--- config.mk ---
export PLATFORM = sky130hd
export DESIGN_NAME = flash_fetch_adapter
export DESIGN_NICKNAME = d
export VERILOG_FILES = /design/src/rtl/flash_fetch_pkg.sv /design/src/rtl/ffa_addr_decode.sv /design/src/rtl/ffa_lane_select.sv /design/src/rtl/flash_fetch_adapter.sv
export SDC_FILE = /design/constraint.sdc
export NUM_CORES = 1
export LEC_CHECK = 0
export BUFFER_PORTS_ARGS = -buffer_cell sky130_fd_sc_hd__clkbuf_2
export CORE_ASPECT_RATIO = 1.4
export CORE_UTILIZATION = 40
export CTS_CLUSTER_DIAMETER = 30
export DETAILED_ROUTE_END_ITERATION = 8
export GPL_ROUTABILITY_DRIVEN = 0
export MAX_ROUTING_LAYER = met4
export PLACE_DENSITY = 0.78
export RECOVER_POWER = 100
export SLEW_MARGIN = 10
export SYNTH_ARGS = -nofsm -noshare
export SYNTH_HDL_FRONTEND = slang
export SYNTH_HIERARCHICAL = 1
export SYNTH_SLANG_ARGS = --single-unit
--- constraint.sdc ---
create_clock -name clk -period 7.5 [get_ports clk]
set_input_delay 1.125 -clock clk [delete_from_list [all_inputs] [get_ports clk]]
set_output_delay 1.125 -clock clk [all_outputs]
set_load 0.03 [all_outputs]
--- src/rtl/flash_fetch_pkg.sv ---
package flash_fetch_pkg;

    typedef enum logic [1:0] {
        SZ_BYTE     = 2'b00,
        SZ_HALF     = 2'b01,
        SZ_WORD     = 2'b10,
        SZ_WORD_ALT = 2'b11
    } fetch_size_e;

    typedef struct packed {
        logic        phase;     // low halfword held, high halfword pending
        logic [15:0] low_hw;    // lower halfword of a split word read
        logic        alias_en;  // low-address alias of the flash active
    } fetch_state_t;

endpackage

--- src/rtl/ffa_addr_decode.sv ---
module ffa_addr_decode #(
    parameter int          WIN_LOG2   = 15,
    parameter logic [31:0] FLASH_BASE = 32'h0008_0000
) (
    input  logic [31:0]         addr,
    input  logic                alias_en,
    output logic                hit,
    output logic [WIN_LOG2-1:0] offset
);
    localparam int TAG_W = 32 - WIN_LOG2;
    localparam logic [TAG_W-1:0] BASE_TAG = FLASH_BASE[31:WIN_LOG2];

    logic phys_hit;
    logic low_hit;

    always_comb begin
        phys_hit = (addr[31:WIN_LOG2] == BASE_TAG);
        low_hit  = alias_en && (addr[31:WIN_LOG2] == '0);
        hit      = phys_hit || low_hit;
        offset   = addr[WIN_LOG2-1:0];
    end
endmodule

--- src/rtl/ffa_lane_select.sv ---
module ffa_lane_select
    import flash_fetch_pkg::*;
(
    input  logic [1:0]  size,
    input  logic        byte_sel,
    input  logic        use_held,
    input  logic [15:0] hw_a,
    input  logic [15:0] hw_b,
    input  logic [15:0] held_low,
    output logic [31:0] data
);
    localparam int LANES = 2;

    logic [7:0] lane [LANES];

    for (genvar g = 0; g < LANES; g++) begin : g_lane
        assign lane[g] = hw_a[8*g +: 8];
    end

    always_comb begin
        unique case (size)
            SZ_BYTE: data = {24'h0, lane[byte_sel]};
            SZ_HALF: data = {16'h0, hw_a};
            default: data = use_held ? {hw_a, held_low} : {hw_b, hw_a};
        endcase
    end
endmodule

--- src/rtl/flash_fetch_adapter.sv ---
module flash_fetch_adapter
    import flash_fetch_pkg::*;
#(
    parameter int          WIN_LOG2   = 15,
    parameter logic [31:0] FLASH_BASE = 32'h0008_0000,
    parameter int          DIV_W      = 3,
    localparam int         HW_AW      = WIN_LOG2 - 1
) (
    input  logic             clk,
    input  logic             rst_n,
    input  logic [DIV_W-1:0] clk_div,
    input  logic             remap_set,
    input  logic             req_valid,
    input  logic [31:0]      req_addr,
    input  logic [1:0]       req_size,
    output logic             rsp_ready,
    output logic             rsp_err,
    output logic [31:0]      rsp_data,
    output logic             fl_en_a,
    output logic [HW_AW-1:0] fl_addr_a,
    input  logic [15:0]      fl_rdata_a,
    output logic             fl_en_b,
    output logic [HW_AW-1:0] fl_addr_b,
    input  logic [15:0]      fl_rdata_b
);
    fetch_state_t state_q, state_d;

    logic                hit;
    logic [WIN_LOG2-1:0] offset;
    logic [HW_AW-1:0]    hw_idx, hw_even, hw_odd;
    logic                is_word, full_speed, access, need_wait, use_held;
    logic [31:0]         lane_data;

    ffa_addr_decode #(
        .WIN_LOG2   (WIN_LOG2),
        .FLASH_BASE (FLASH_BASE)
    ) u_decode (
        .addr     (req_addr),
        .alias_en (state_q.alias_en),
        .hit      (hit),
        .offset   (offset)
    );

    ffa_lane_select u_lanes (
        .size     (req_size),
        .byte_sel (offset[0]),
        .use_held (use_held),
        .hw_a     (fl_rdata_a),
        .hw_b     (fl_rdata_b),
        .held_low (state_q.low_hw),
        .data     (lane_data)
    );

    always_comb begin
        is_word    = req_size[1];
        full_speed = (clk_div == '0);
        access     = req_valid && hit;
        need_wait  = access && is_word && full_speed;
        use_held   = need_wait && state_q.phase;

        hw_idx  = offset[WIN_LOG2-1:1];
        hw_even = {hw_idx[HW_AW-1:1], 1'b0};
        hw_odd  = {hw_idx[HW_AW-1:1], 1'b1};

        fl_en_a   = access;
        fl_addr_a = !is_word ? hw_idx : (use_held ? hw_odd : hw_even);
        fl_en_b   = access && is_word && !full_speed;
        fl_addr_b = hw_odd;

        rsp_ready = !(need_wait && !state_q.phase);
        rsp_err   = req_valid && !hit;
        rsp_data  = (access && rsp_ready) ? lane_data : 32'h0;

        state_d          = state_q;
        state_d.phase    = need_wait && !state_q.phase;
        if (need_wait && !state_q.phase) begin
            state_d.low_hw = fl_rdata_a;
        end
        state_d.alias_en = state_q.alias_en && !remap_set;
    end

    always_ff @(posedge clk or negedge rst_n) begin
        if (!rst_n) begin
            state_q <= '{phase: 1'b0, low_hw: 16'h0, alias_en: 1'b1};
        end else begin
            state_q <= state_d;
        end
    end

    // a wait state lasts exactly one cycle
    a_r3_single_wait: assert property (@(posedge clk) disable iff (!rst_n)
        !rsp_ready |=> rsp_ready);

    // at full speed only one array access per core cycle
    a_r4_one_slot_full_speed: assert property (@(posedge clk) disable iff (!rst_n)
        (clk_div == '0) |-> !fl_en_b);

    // divided clock never inserts a wait state
    a_r2_divided_no_wait: assert property (@(posedge clk) disable iff (!rst_n)
        (req_valid && clk_div != '0) |-> rsp_ready);

    // a miss answers at once and leaves the array idle
    a_r10_miss_quiet: assert property (@(posedge clk) disable iff (!rst_n)
        rsp_err |-> (rsp_ready && !fl_en_a && !fl_en_b && rsp_data == 32'h0));

    // once removed, the alias stays removed until reset
    a_r9_alias_sticky: assert property (@(posedge clk) disable iff (!rst_n)
        !state_q.alias_en |=> !state_q.alias_en);
endmodule

# Word level (Yosys, flattened, before mapping)
# Cells that the tools add are included.
[totals] regBits=18 output_inout_bits=64 input_bits=73 elab_cells=34
[op_classes] n_bitwise=1 reduce_logical=19 n_eq_ne=2 n_lt_le_gt_ge=1 n_mux=8
[ops] cell="two-way mux 32 bit" count=2
[ops] cell="one-hot mux 32 bit (2 select lines)" count=1
[ops] cell="two-way mux 8 bit" count=3
[ops] cell="== test 17 x 5 -> 1 bit, second input constant" count=1
[ops] cell="zero test 17 bit" count=1
[ops] cell="logical AND 1 bit" count=10
[ops] cell="zero test 1 bit" count=5
[ops] cell="zero test 3 bit" count=1
[ops] cell="== test 2 x 1 -> 1 bit, second input constant" count=1
[ops] cell=">= comparator 2 bit, second input constant" count=1
[ops] cell="zero test 2 bit" count=1
[ops] cell="two-way mux 1 bit" count=2
[ops] cell="NOT 1 -> 2 bit" count=1
[ops] cell="logical OR 1 bit" count=1

# Longest topological paths before layout
[depth] ltp_word=10 mapped_depth=13

# Hierarchy
# Netlist, hierarchy kept.
[modules_own_cells] mod="flash_fetch_adapter" cells_per_inst=101 area_per_inst_um2=1104.8 instances=1
[modules_own_cells] mod="ffa_lane_select" cells_per_inst=87 area_per_inst_um2=762.0 instances=1
[modules_own_cells] mod="ffa_addr_decode" cells_per_inst=21 area_per_inst_um2=151.4 instances=1

# Worst setup path after synthesis
# Ideal clock, no wire load.
[synth_path] path_type="input to output" from="in req_addr[29]" to="out rsp_data[10]" path_buffers=2 arrival_time_ps=3385 slack_ps=2990 path_stages=11 required_time_ps=6375 path_cell_list="or4_1 -> nor2_1 -> nand2_1 -> inv_1 -> and3_2 -> and2_1 -> buf_6 -> buf_6 -> mux2_4 -> a22o_1 -> and2_1"
[synth_via] elab_chain_cells=10 word_cells_on_any_way=14 cone_classes="1 x eq/ne; 3 x mux; 10 x reduce/logical"
[synth_rtl] item="from (decl)" line_no="flash_fetch_adapter.sv:14" rtl="input logic [31:0] req_addr,"
[synth_rtl] item="zero test 17 bit" line_no="ffa_addr_decode.sv:18" rtl="low_hit = alias_en && (addr[31:WIN_LOG2] == '0);"
[synth_rtl] item="logical AND 1 bit" line_no="ffa_addr_decode.sv:18"
[synth_rtl] item="logical OR 1 bit (*)" line_no="ffa_addr_decode.sv:19" rtl="hit = phys_hit || low_hit;"
[synth_rtl] item="named net hit" line_no="flash_fetch_adapter.sv:28" rtl="logic hit;"
[synth_rtl] item="logical AND 1 bit (*)" line_no="flash_fetch_adapter.sv:57" rtl="access = req_valid && hit;"
[synth_rtl] item="named net fl_en_a" line_no="flash_fetch_adapter.sv:19" rtl="output logic fl_en_a,"
[synth_rtl] item="logical AND 1 bit (*) (2 in series)" line_no="flash_fetch_adapter.sv:58" rtl="need_wait = access && is_word && full_speed;"
[synth_rtl] item="logical AND 1 bit (*)" line_no="flash_fetch_adapter.sv:59" rtl="use_held = need_wait && state_q.phase;"
[synth_rtl] item="named net use_held" line_no="flash_fetch_adapter.sv:31" rtl="logic is_word, full_speed, access, need_wait, use_held;"
[synth_rtl] item="two-way mux 32 bit (*)" line_no="ffa_lane_select.sv:24" rtl="default: data = use_held ? {hw_a, held_low} : {hw_b, hw_a};"
[synth_rtl] item="one-hot mux 32 bit (2 select lines) (*)" line_no="ffa_lane_select.sv:21" rtl="unique case (size)"
[synth_rtl] item="named net lane_data[10]" line_no="flash_fetch_adapter.sv:32" rtl="logic [31:0] lane_data;"
[synth_rtl] item="two-way mux 32 bit (*)" line_no="flash_fetch_adapter.sv:72" rtl="rsp_data = (access && rsp_ready) ? lane_data : 32'h0;"
[synth_rtl] item="to (decl)" line_no="flash_fetch_adapter.sv:18" rtl="output logic [31:0] rsp_data,"
# Mark *: on every way through the listed nets, which the timed path passes. The rest lies on a longest branch.

# Worst setup path after layout
[layout_path] from="in req_addr[29]" to="out rsp_data[13]"
[layout_via] elab_chain_cells=10 word_cells_on_any_way=14 cone_classes="1 x eq/ne; 3 x mux; 10 x reduce/logical"
[layout_rtl] item="zero test 17 bit" line_no="ffa_addr_decode.sv:18"
[layout_rtl] item="logical AND 1 bit" line_no="ffa_addr_decode.sv:18"
[layout_rtl] item="logical OR 1 bit (*)" line_no="ffa_addr_decode.sv:19"
[layout_rtl] item="named net hit" line_no="flash_fetch_adapter.sv:28"
[layout_rtl] item="logical AND 1 bit (*)" line_no="flash_fetch_adapter.sv:57"
[layout_rtl] item="logical AND 1 bit (*) (2 in series)" line_no="flash_fetch_adapter.sv:58"
[layout_rtl] item="logical AND 1 bit (*)" line_no="flash_fetch_adapter.sv:59"
[layout_rtl] item="named net use_held" line_no="flash_fetch_adapter.sv:31"
[layout_rtl] item="two-way mux 32 bit (*)" line_no="ffa_lane_select.sv:24"
[layout_rtl] item="one-hot mux 32 bit (2 select lines) (*)" line_no="ffa_lane_select.sv:21"
[layout_rtl] item="named net lane_data[13]" line_no="flash_fetch_adapter.sv:32"
[layout_rtl] item="two-way mux 32 bit (*)" line_no="flash_fetch_adapter.sv:72"
# Marked as above.

==> flow_summary.toml <==
[floorplanning]
dieArea_mm2 = 0.00534
coreArea_mm2 = 0.00484
start_util_pct = 41.7
die_h_um = 86.0
top_level_ports = 137
num_rows = 30
die_w_um = 62.0

[clocking]
cts-root-buf = "clkbuf_8"
post-cts-setup-buffers = 0
numCtsBuffers = 3
cts_hold_buf = 0
cts_buffer_depth = 2
cts_tree = "built"
clk_latency_ns = 0.25
cts.sinks = 18
clk_pin_slew_ns = 0.07
cts_resized = 0
h-tree-depth = 1

[yosys]
yosys-top-cells-area = "dfrtp_1, mux2i_1, buf_4, and2_1, mux2_4"
synth-edff-count = 0
ys_seq_area_share_pct = 22.4
netlist_area_mm2 = 0.00202
synthDistinctLibCells = 29
avgSynthCellArea_um2 = 9.66
synth_cells = 209
synthTopCellsByCount = "mux2i_1, and2_1, buf_4, nor2b_1, dfrtp_1"
syn-num-nets = 282
synthArstFlopShare_pct = 100
yosysMostFrequentCell = "mux2i_1"
synth_top_area_share_pct = 21.1
yosysTopAreaCell = "dfrtp_1"
synthFlopType = "dfrtp_1"
synth_warnings = 6
yosys_register_bits = 18

[sta]
hold_viol = 0
max_slew_margin_pct = 23.3
timing.hold.ws_ns = 0.480
finalClockSkew_ns = 0.00166
finalSetupTns_ns = 0
fin_crit_ns = 5.14
rsz0062_at_grt = "false"
setup_viol = 0
fin_crit_sh_pct = 68.5
fmax_mhz = 195
worst_pin_slew_ns = 1.15
setup_ws_ns = 2.36
drv_slew = 0

[cells_and_area]
antenna-diode-count = 0
postLayoutCellArea_mm2 = 0.00224
area_growth_pct = 11.0
reg_top3 = "state_q x18"
drive_above_1_share_pct = 31.6
regMostFlops = "state_q"
nNetsFinal = 340
fin_util_pct = 46.3
largest_register_ffs = 18

[pwr]
power.density_mw_per_mm2 = 96.9
p_leak_uw = 0.00105
ir_worst_vdd_v = 0.0000450

[setup_path]
path_class = "in2out"
crit_slowest_cell = "and2_2"
cp_slowest_stage_delay_ns = 0.78
worst_r2r_path_depth = 6
crit_path_end_kind = "primary output"
cp_cell_sequence = "clkbuf_2 > or4_1 > nor2_1 > nand2_1 > inv_1 > and3_2 > and2_2 > mux2_2 > a22o_1 > and2_1 > clkbuf_1"
start_kind = "input pin"
required_ns = 6.38
critPathMaxFanout = 33
arrival_ns = 4.01

[detailed_routing]
wl_per_cell_um = 13.9
drtAntennaViolNets = 0
viasPerCell = 4.97
via_count = 1640
drtIter0Drc = 33
drt_wl_total_um = 4600
dr.pass1.iters = 4
drc_errors = 0

[global_routing]
grt-ovfl-total = 0
grt_pass1_wl_um = 6900
antenna_found_initial = 0
grt_max_degree = 41
grt_pass1_vias = 1485
track_usage_pct = 17.7

[hold_path]
holdPathStages = 1
hold_class = "reg2reg"

[place]
post-dp-hpwl_um = 3360
io_buffers = 96
dpl-instance-area_mm2 = 0.00227
pre_cts_ws_ns = 2.36

[outcome]
status = "finished, final reports clean"

[run]
max_cap_viol_count = 0
## metrics by stage
stage          total power [uW]  std cells
5_1_grt                     231        330
2_1_floorplan               151        209
3_3_place_gp                148        326
6_report                    217        330
3_5_place_dp                149        326
4_1_cts                     222        330
## layout make-up
cell class,count,area [um^2]
Timing Repair Buffer,97,438
Tap cell,64,80.1
Inverter,4,15.0
Fill cell,514,2600
Clock buffer,4,45.0
Multi-Input combinational cell,143,1210
Sequential cell,18,452
## layer usage
layer	track usage, %	share of wire (%)	vias up
met4	7.68	2.5	0
met2	30.5	50	64
met1	19.9	41	762
met3	1.96	5.9	17
met5	-	0	-
li1	-	-	797
## cells in the final DEF, fill, tap and decap left out
cell type	count
a22o_1	9
a31oi_2	1
and2_1	32
and2_2	1
and3_2	1
clkbuf_1	39
clkbuf_2	59
clkbuf_8	3
conb_1	1
dfrtp_1	17
dfstp_2	1
inv_1	4
mux2_1	8
mux2_2	11
mux2_4	5
mux2i_1	37
nand2_1	2
nand2b_1	1
nand3_1	3
nand3b_1	1
nor2_1	2
nor2b_1	20
nor3_2	1
nor3b_4	1
nor4_1	3
o2111ai_1	1
o211ai_1	1
or4_1	1
## critical path: cells and delay by family
kind | cells | cell delay (ns)
and+or+nand+nor | 6 | 1.89
buffers and inverters | 3 | 0.36
muxes | 1 | 0.41
AOI/OAI and AO/OA | 1 | 0.22
## logic make-up (layout without fill, tap and decap cells)
family                 after synthesis  in the layout  share of synthesized area, %
AND/OR/NAND/NOR                     69             69                          21.4
multiplexers                        61             61                          34.2
buffers and inverters               48            105                          16.9
flip-flops                          18             18                          22.4
AO/OA/AOI/OAI                       12             12                          5.02
other                                1              1                         0.186
## path summary, 6_finish.rpt
path | start | endpoint | slack [ns]
max reg2reg | state_q[0] | state_q[3] | 4.96
min in group asynchronous | rst_n | state_q[3] | 1.03
min reg2reg | state_q[0] | state_q[0] | 0.48
max in group asynchronous | rst_n | state_q[8] | 5.85
max | req_addr[29] | rsp_data[13] | 2.36
min | state_q[0] | state_q[0] | 0.48
## power breakdown
group / internal (uW) / switching, uW
Sequential: 97.0 / 0.000595
Combinational: 25.5 / 23.6
Clock: 37.7 / 33.2
No activity file was read; power rests on OpenSTA's default activity.
